### config.mk
export PLATFORM = sky130hd
export DESIGN_NAME = updn_reload_timer
export DESIGN_NICKNAME = d
export VERILOG_FILES = /design/src/rtl/urt_pkg.sv /design/src/rtl/urt_fall_det.sv /design/src/rtl/urt_mode_dec.sv /design/src/rtl/urt_step.sv /design/src/rtl/updn_reload_timer.sv
export SDC_FILE = /design/constraint.sdc
export NUM_CORES = 1
export LEC_CHECK = 0
export ABC_CLOCK_PERIOD_IN_PS = 3700
export BUFFER_PORTS_ARGS = -buffer_cell sky130_fd_sc_hd__buf_2
export CAP_MARGIN = 15
export CORE_ASPECT_RATIO = 1.75
export CORE_UTILIZATION = 48
export DETAILED_ROUTE_END_ITERATION = 7
export PLACE_DENSITY = 0.74
export SLEW_MARGIN = 20
export SYNTH_ARGS = -nofsm -noshare
export SYNTH_HDL_FRONTEND = slang
export SYNTH_HIERARCHICAL = 1
export SYNTH_SLANG_ARGS = --single-unit
export TNS_END_PERCENT = 5
### constraint.sdc
create_clock -name clk -period 3.7 [get_ports clk]
set_input_delay 0 -clock clk [delete_from_list [all_inputs] [get_ports clk]]
set_output_delay 0 -clock clk [all_outputs]
set_load 0.005 [all_outputs]
### src/rtl/urt_pkg.sv
package urt_pkg;

    typedef enum logic [1:0] {
        MD_UP   = 2'd0,
        MD_UPDN = 2'd1,
        MD_CLKO = 2'd2
    } urt_mode_e;

    localparam int CTL_W      = 4;
    localparam int MODE_W     = 2;
    localparam int CTL_RUN    = 0;
    localparam int CTL_EXTCNT = 1;
    localparam int CTL_CAPT   = 2;
    localparam int CTL_EXTEN  = 3;
    localparam int MODE_CLKO  = 0;
    localparam int MODE_BIDIR = 1;

endpackage

### src/rtl/urt_fall_det.sv
module urt_fall_det (
    input  logic clk,
    input  logic rst_n,
    input  logic pin,
    output logic fall
);
    logic prev_d, prev_q;

    always_comb begin
        prev_d = pin;
    end

    always_ff @(posedge clk or negedge rst_n) begin
        if (!rst_n) prev_q <= 1'b0;
        else        prev_q <= prev_d;
    end

    assign fall = prev_q & ~pin;
endmodule

### src/rtl/urt_mode_dec.sv
module urt_mode_dec
    import urt_pkg::*;
(
    input  logic      run,
    input  logic      ext_cnt,
    input  logic      capt,
    input  logic      clko_en,
    input  logic      bidir_en,
    input  logic      mc_tick,
    input  logic      osc_tick,
    input  logic      cnt_fall,
    input  logic      dir_pin,
    output urt_mode_e mode,
    output logic      inc_en,
    output logic      count_up
);
    always_comb begin
        // clock output overrides the bidirectional selection
        if (clko_en)       mode = MD_CLKO;
        else if (bidir_en) mode = MD_UPDN;
        else               mode = MD_UP;

        count_up = (mode == MD_UPDN) ? dir_pin : 1'b1;

        inc_en = 1'b0;
        if (run && !capt) begin
            if (ext_cnt)              inc_en = cnt_fall;
            else if (mode == MD_CLKO) inc_en = osc_tick;
            else                      inc_en = mc_tick;
        end
    end
endmodule

### src/rtl/urt_step.sv
module urt_step #(
    parameter int WIDTH = 16
) (
    input  logic [WIDTH-1:0] cur,
    input  logic [WIDTH-1:0] rld,
    input  logic             count_up,
    output logic [WIDTH-1:0] nxt,
    output logic             wrap
);
    localparam logic [WIDTH-1:0] ALL_ONES = '1;
    localparam logic [WIDTH-1:0] ONE      = WIDTH'(1);

    logic [WIDTH-1:0] dec_val;

    always_comb begin
        dec_val = cur - ONE;
        if (count_up) begin
            wrap = (cur == ALL_ONES);
            nxt  = wrap ? rld : (cur + ONE);
        end else begin
            wrap = (dec_val == rld);
            nxt  = wrap ? ALL_ONES : dec_val;
        end
    end
endmodule

### src/rtl/updn_reload_timer.sv
module updn_reload_timer
    import urt_pkg::*;
#(
    parameter int WIDTH = 16
) (
    input  logic              clk,
    input  logic              rst_n,
    input  logic              ctl_wr,
    input  logic [CTL_W-1:0]  ctl_wdata,
    input  logic              mode_wr,
    input  logic [MODE_W-1:0] mode_wdata,
    input  logic              cnt_wr,
    input  logic [WIDTH-1:0]  cnt_wdata,
    input  logic              rld_wr,
    input  logic [WIDTH-1:0]  rld_wdata,
    input  logic              cnt_pin,
    input  logic              dir_pin,
    input  logic              mc_tick,
    input  logic              osc_tick,
    input  logic              ovf_clr,
    input  logic              ext_clr,
    output logic [WIDTH-1:0]  cnt_rdata,
    output logic [WIDTH-1:0]  rld_rdata,
    output logic [CTL_W-1:0]  ctl_rdata,
    output logic [MODE_W-1:0] mode_rdata,
    output logic              ovf_flag,
    output logic              ext_flag,
    output logic              clk_out
);
    localparam logic [WIDTH-1:0] ALL_ONES = '1;
    localparam logic [WIDTH-1:0] ONE      = WIDTH'(1);

    typedef struct packed {
        logic [WIDTH-1:0]  cnt;
        logic [WIDTH-1:0]  rld;
        logic [CTL_W-1:0]  ctl;
        logic [MODE_W-1:0] mode;
        logic              ovf;
        logic              ext;
        logic              clk_out;
    } st_t;

    st_t st_d, st_q;

    logic             cnt_fall, dir_fall;
    urt_mode_e        mode_sel;
    logic             inc_en, count_up, wrap;
    logic [WIDTH-1:0] step_val;

    urt_fall_det u_cnt_fall (.clk(clk), .rst_n(rst_n), .pin(cnt_pin), .fall(cnt_fall));
    urt_fall_det u_dir_fall (.clk(clk), .rst_n(rst_n), .pin(dir_pin), .fall(dir_fall));

    urt_mode_dec u_dec (
        .run      (st_q.ctl[CTL_RUN]),
        .ext_cnt  (st_q.ctl[CTL_EXTCNT]),
        .capt     (st_q.ctl[CTL_CAPT]),
        .clko_en  (st_q.mode[MODE_CLKO]),
        .bidir_en (st_q.mode[MODE_BIDIR]),
        .mc_tick  (mc_tick),
        .osc_tick (osc_tick),
        .cnt_fall (cnt_fall),
        .dir_pin  (dir_pin),
        .mode     (mode_sel),
        .inc_en   (inc_en),
        .count_up (count_up)
    );

    urt_step #(.WIDTH(WIDTH)) u_step (
        .cur      (st_q.cnt),
        .rld      (st_q.rld),
        .count_up (count_up),
        .nxt      (step_val),
        .wrap     (wrap)
    );

    logic step_wrap;
    assign step_wrap = inc_en & wrap;

    always_comb begin
        st_d = st_q;

        if (ctl_wr)  st_d.ctl  = ctl_wdata;
        if (mode_wr) st_d.mode = mode_wdata;
        if (rld_wr)  st_d.rld  = rld_wdata;

        // software write beats a step in the same cycle
        if (cnt_wr)      st_d.cnt = cnt_wdata;
        else if (inc_en) st_d.cnt = step_val;

        // flags: clear first, then apply the event
        if (ovf_clr) st_d.ovf = 1'b0;
        if (ext_clr) st_d.ext = 1'b0;

        if (step_wrap && mode_sel != MD_CLKO) st_d.ovf = 1'b1;
        if (step_wrap && mode_sel == MD_UPDN) st_d.ext = ~st_d.ext;

        if (mode_sel == MD_CLKO && st_q.ctl[CTL_RUN] &&
            st_q.ctl[CTL_EXTEN] && dir_fall)
            st_d.ext = 1'b1;

        if (step_wrap && mode_sel == MD_CLKO && !st_q.ctl[CTL_EXTCNT])
            st_d.clk_out = ~st_q.clk_out;
    end

    always_ff @(posedge clk or negedge rst_n) begin
        if (!rst_n) st_q <= '0;
        else        st_q <= st_d;
    end

    assign cnt_rdata  = st_q.cnt;
    assign rld_rdata  = st_q.rld;
    assign ctl_rdata  = st_q.ctl;
    assign mode_rdata = st_q.mode;
    assign ovf_flag   = st_q.ovf;
    assign ext_flag   = st_q.ext;
    assign clk_out    = st_q.clk_out;

    AST_HALT_HOLDS: assert property (@(posedge clk) disable iff (!rst_n)
        (!st_q.ctl[CTL_RUN] && !cnt_wr) |=> $stable(st_q.cnt));

    AST_CAPT_HOLDS: assert property (@(posedge clk) disable iff (!rst_n)
        (st_q.ctl[CTL_CAPT] && !cnt_wr) |=> $stable(st_q.cnt));

    AST_UP_WRAP: assert property (@(posedge clk) disable iff (!rst_n)
        (mode_sel == MD_UP && inc_en && !cnt_wr && st_q.cnt == ALL_ONES)
        |=> (st_q.cnt == $past(st_q.rld)) && st_q.ovf);

    AST_DOWN_WRAP: assert property (@(posedge clk) disable iff (!rst_n)
        (mode_sel == MD_UPDN && inc_en && !count_up && !cnt_wr &&
         (st_q.cnt - ONE) == st_q.rld)
        |=> (st_q.cnt == ALL_ONES) && st_q.ovf);

    AST_CLKO_NO_OVF: assert property (@(posedge clk) disable iff (!rst_n)
        (mode_sel == MD_CLKO) |=> !$rose(st_q.ovf));

    AST_CLKOUT_QUIET: assert property (@(posedge clk) disable iff (!rst_n)
        (mode_sel != MD_CLKO || st_q.ctl[CTL_EXTCNT]) |=> $stable(st_q.clk_out));

    AST_WRITE_WINS: assert property (@(posedge clk) disable iff (!rst_n)
        cnt_wr |=> st_q.cnt == $past(cnt_wdata));
endmodule

==> impl_metrics.ini <==
[status]
status = finished clean

[min_path]
min_to = ext_flag$_DFF_PN0_
hp-class = in -> reg
min_from = ext_clr
whs_path_depth = 3

[pwr]
seqPwrFrac = 0.397
combPwrFrac = 0.323
p_sw_frac = 0.3391
p_leak_nw = 1.920
powerDensity_nw_per_um2 = 351.8
clockPowerShare = 0.280
p_sw_w = 0.0005223
ir_worst_vdd_v = 0.0004032
p_int_w = 0.001018

[placement]
dpl.cell_count = 520
dp_slack_ns = 0.4198
dp_hpwl_um = 6919
place.gp.congestion = 0.9391
portBuffers = 90

[floorplanning]
die_w_um = 64.41
io_pins = 91
start_util = 0.5004
design.core.area_um2 = 6539
die_area_um2 = 7164
dieHeight_um = 111.2
row_count = 39

[timing]
skew_ns = 0.006749
setup_slack_ns = 0.3575
rsz0062_at_grt = false
tightestPinTransition_ns = 0.9893
holdWs_ns = 0.02461
period_share = 0.9034
setup_tns_ns = 0
maxSlewHeadroom = 0.3405
hold_violations = 0
timing.fmax_mhz = 299.2
period_needed_ns = 3.342
setup_viol = 0
drv_slew = 0

[critical_path]
start_kind = register
worst-setup-path-type = reg -> reg
reg2regPathDepth = 12
crit_required_ns = 3.87
slowest_stage = dfrtp_1
regToRegSetupSlack_ns = 0.36
cp_top_family = simple AND/OR/NAND/NOR gates
reg2reg_from = cnt_rdata[0]$_DFFE_PN0P_
critPathArrivalTime_ns = 3.51
r2r-end = ext_flag$_DFF_PN0_
critPathCaptureType = register
max_stage_delay_ns = 0.50
critPathBufInv = 1
path_max_fanout = 11
worstPathCellList = inv_1 > ha_1 > or3b_2 > or3b_4 > xor2_1 > o211ai_2 > nor4_4 > nand3_1 > nand2_1 > nand2_4 > nor4b_1 > a21oi_1

[yosys]
synth_area_um2 = 3272
synth_edf_count = 0
synthArstFlopShare = 1.000
syn_area_per_cell_um2 = 9.114
synthFlopType = dfrtp_1
synth_cells = 359
seq_area_frac_synth = 0.3289
synthDistinctLibCells = 64
yosysWarnings = 6
ys_ff_latch = 43
syn-num-nets = 411

[clock_network]
cts.sinks = 43
cts_setup_buffers = 0
path_clk_slew_ns = 0.06
post_cts_resized = 0
cts_buffers = 5
htreeDepth = 2
cts_tree = done
cts_root_buffer = clkbuf_16
cts_buffer_depth = 2
clk-insertion-delay-late_ns = 0.29

[layout]
nFillCells = 545
seqCellArea_um2 = 1076
finalNetCount = 541
multi_input_area_um2 = 2013
num_antenna_cells = 0
fin_util = 0.6695
drive_gt1_frac = 0.3184
fin_cells = 572
syn2layout_area_growth_pct = 33.81

[route]
routed_wl_um = 10120
antenna_left = 0
vias = 3293
route.detailed.drc = 0
wl_per_cell_um = 17.70
dr.first_iter.drc_count = 125
avgViaCountPerCell = 5.757
drt_first_pass_iters = 4

[global_route]
antenna_found_initial = 0
overflow = 0
grt_pass1_wl_um = 16490
track_usage = 0.3044
grt_max_degree = 44
grt_pass1_vias = 3439

[flow_run]
drv_cap = 0
placed cells by master (no fill, tap or decap), types with 6 or more instances in the layout:
| cell type | instances |
|---|---|
| xnor2_1 | 23 |
| dfrtp_1 | 43 |
| inv_1 | 9 |
| dlygate4sd3_1 | 44 |
| and3_1 | 7 |
| buf_2 | 90 |
| nand2_1 | 48 |
| nor2_1 | 13 |
| o21ai_0 | 19 |
| nor4_1 | 6 |
| o21ai_1 | 11 |
| mux2i_1 | 18 |
| a21oi_1 | 13 |
| mux2_2 | 22 |
| xor2_1 | 14 |
| buf_4 | 16 |
| nand3_1 | 12 |
power by group through the flow:
stage | Sequential, W | Combinational, W | Clock [W]
finish | 0.000612 | 0.000497 | 0.000431
floorplan | 0.000578 | 0.000318 | 0
detailed placement | 0.000617 | 0.000447 | 0
CTS | 0.000609 | 0.000487 | 0.000437
global placement | 0.000614 | 0.000439 | 0
global route | 0.000621 | 0.000542 | 0.000450
how the worst max path moves through the flow:
stage / to / cells after the start / start / slack, ns
floorplan: ext_flag$_DFF_PN0_ / 13 / cnt_rdata[0]$_DFFE_PN0P_ / 0.63
detailed placement: ext_flag$_DFF_PN0_ / 12 / cnt_rdata[0]$_DFFE_PN0P_ / 0.42
CTS: ext_flag$_DFF_PN0_ / 12 / cnt_rdata[0]$_DFFE_PN0P_ / 0.40
global placement: ext_flag$_DFF_PN0_ / 12 / cnt_rdata[0]$_DFFE_PN0P_ / 0.53
global route: ext_flag$_DFF_PN0_ / 12 / cnt_rdata[0]$_DFFE_PN0P_ / 0.14
finish: ext_flag$_DFF_PN0_ / 12 / cnt_rdata[0]$_DFFE_PN0P_ / 0.36
synth_stat cells (5+ instances only):
master | instances | share of area
a21oi_1 | 13 | 0.020
a32oi_1 | 5 | 0.013
and3_1 | 7 | 0.013
buf_6 | 5 | 0.017
clkbuf_1 | 13 | 0.015
dfrtp_1 | 43 | 0.33
inv_1 | 9 | 0.010
mux2_2 | 22 | 0.076
mux2i_1 | 18 | 0.055
nand2_1 | 48 | 0.055
nand3_1 | 12 | 0.018
nand4_1 | 5 | 0.0096
nor2_1 | 13 | 0.015
nor3_1 | 5 | 0.0076
nor4_1 | 6 | 0.011
o21ai_0 | 19 | 0.029
o21ai_1 | 11 | 0.017
xnor2_1 | 23 | 0.062
xor2_1 | 14 | 0.037
sequential cells by signal, summed over array words and instances (netlist names):
name and flops:
u_cnt_fall/prev_q 1, ovf_flag 1, mode_rdata 2, clk_out 1, u_dir_fall/prev_q 1, ctl_rdata 4, ext_flag 1, cnt_rdata 16
rld_rdata 16
worst register-to-register path: stages (launching register included):
cell and delay [ns]:
dfrtp_1 0.50, inv_1 0.10, ha_1 0.25, or3b_2 0.50, or3b_4 0.42, xor2_1 0.18
o211ai_2 0.11, nor4_4 0.33, nand3_1 0.22, nand2_1 0.20, nand2_4 0.07, nor4b_1 0.26
a21oi_1 0.08
timing repair:
action                                 4_1_cts  5_1_grt
setup endpoints to repair                    0        0
endpoints found under the hold margin       84        0
hold buffers                                44        0
cells by family after synthesis:
kind of cell / synth area share
buffers and inverters: 0.05965
AO/OA/AOI/OAI: 0.1553
adder cells (fa/ha/maj): 0.007647
XOR/XNOR: 0.09904
AND/OR/NAND/NOR: 0.2187
flip-flops: 0.3289
multiplexers: 0.1308
layout make-up:
cell class              count  share of cell area
repair buffers            150              0.2309
flip-flops and latches     43              0.2458
clock inverters             2            0.002858
multi-input cells         280              0.4598
well taps                  82             0.02344
clock buffers               6             0.02944
inverters                   9            0.007716
metrics by stage:
stage | area, µm² | power [W]
5_1_grt | 4378 | 0.001613
2_1_floorplan | 3272 | 0.0008968
3_5_place_dp | 3796 | 0.001064
4_1_cts | 4378 | 0.001532
3_3_place_gp | 3796 | 0.001053
6_report | 4378 | 0.001540
per-layer routing:
layer / global-route usage / vias up / wire length [µm]
met4: 0.2281 / 0 / 729
met2: 0.5516 / 145 / 5480
met3: 0.04321 / 45 / 458
li1: - / 1543 / -
met1: 0.2992 / 1560 / 3455
met5: 0 / - / 0
Note: power is estimated with default switching activity, not from simulation.
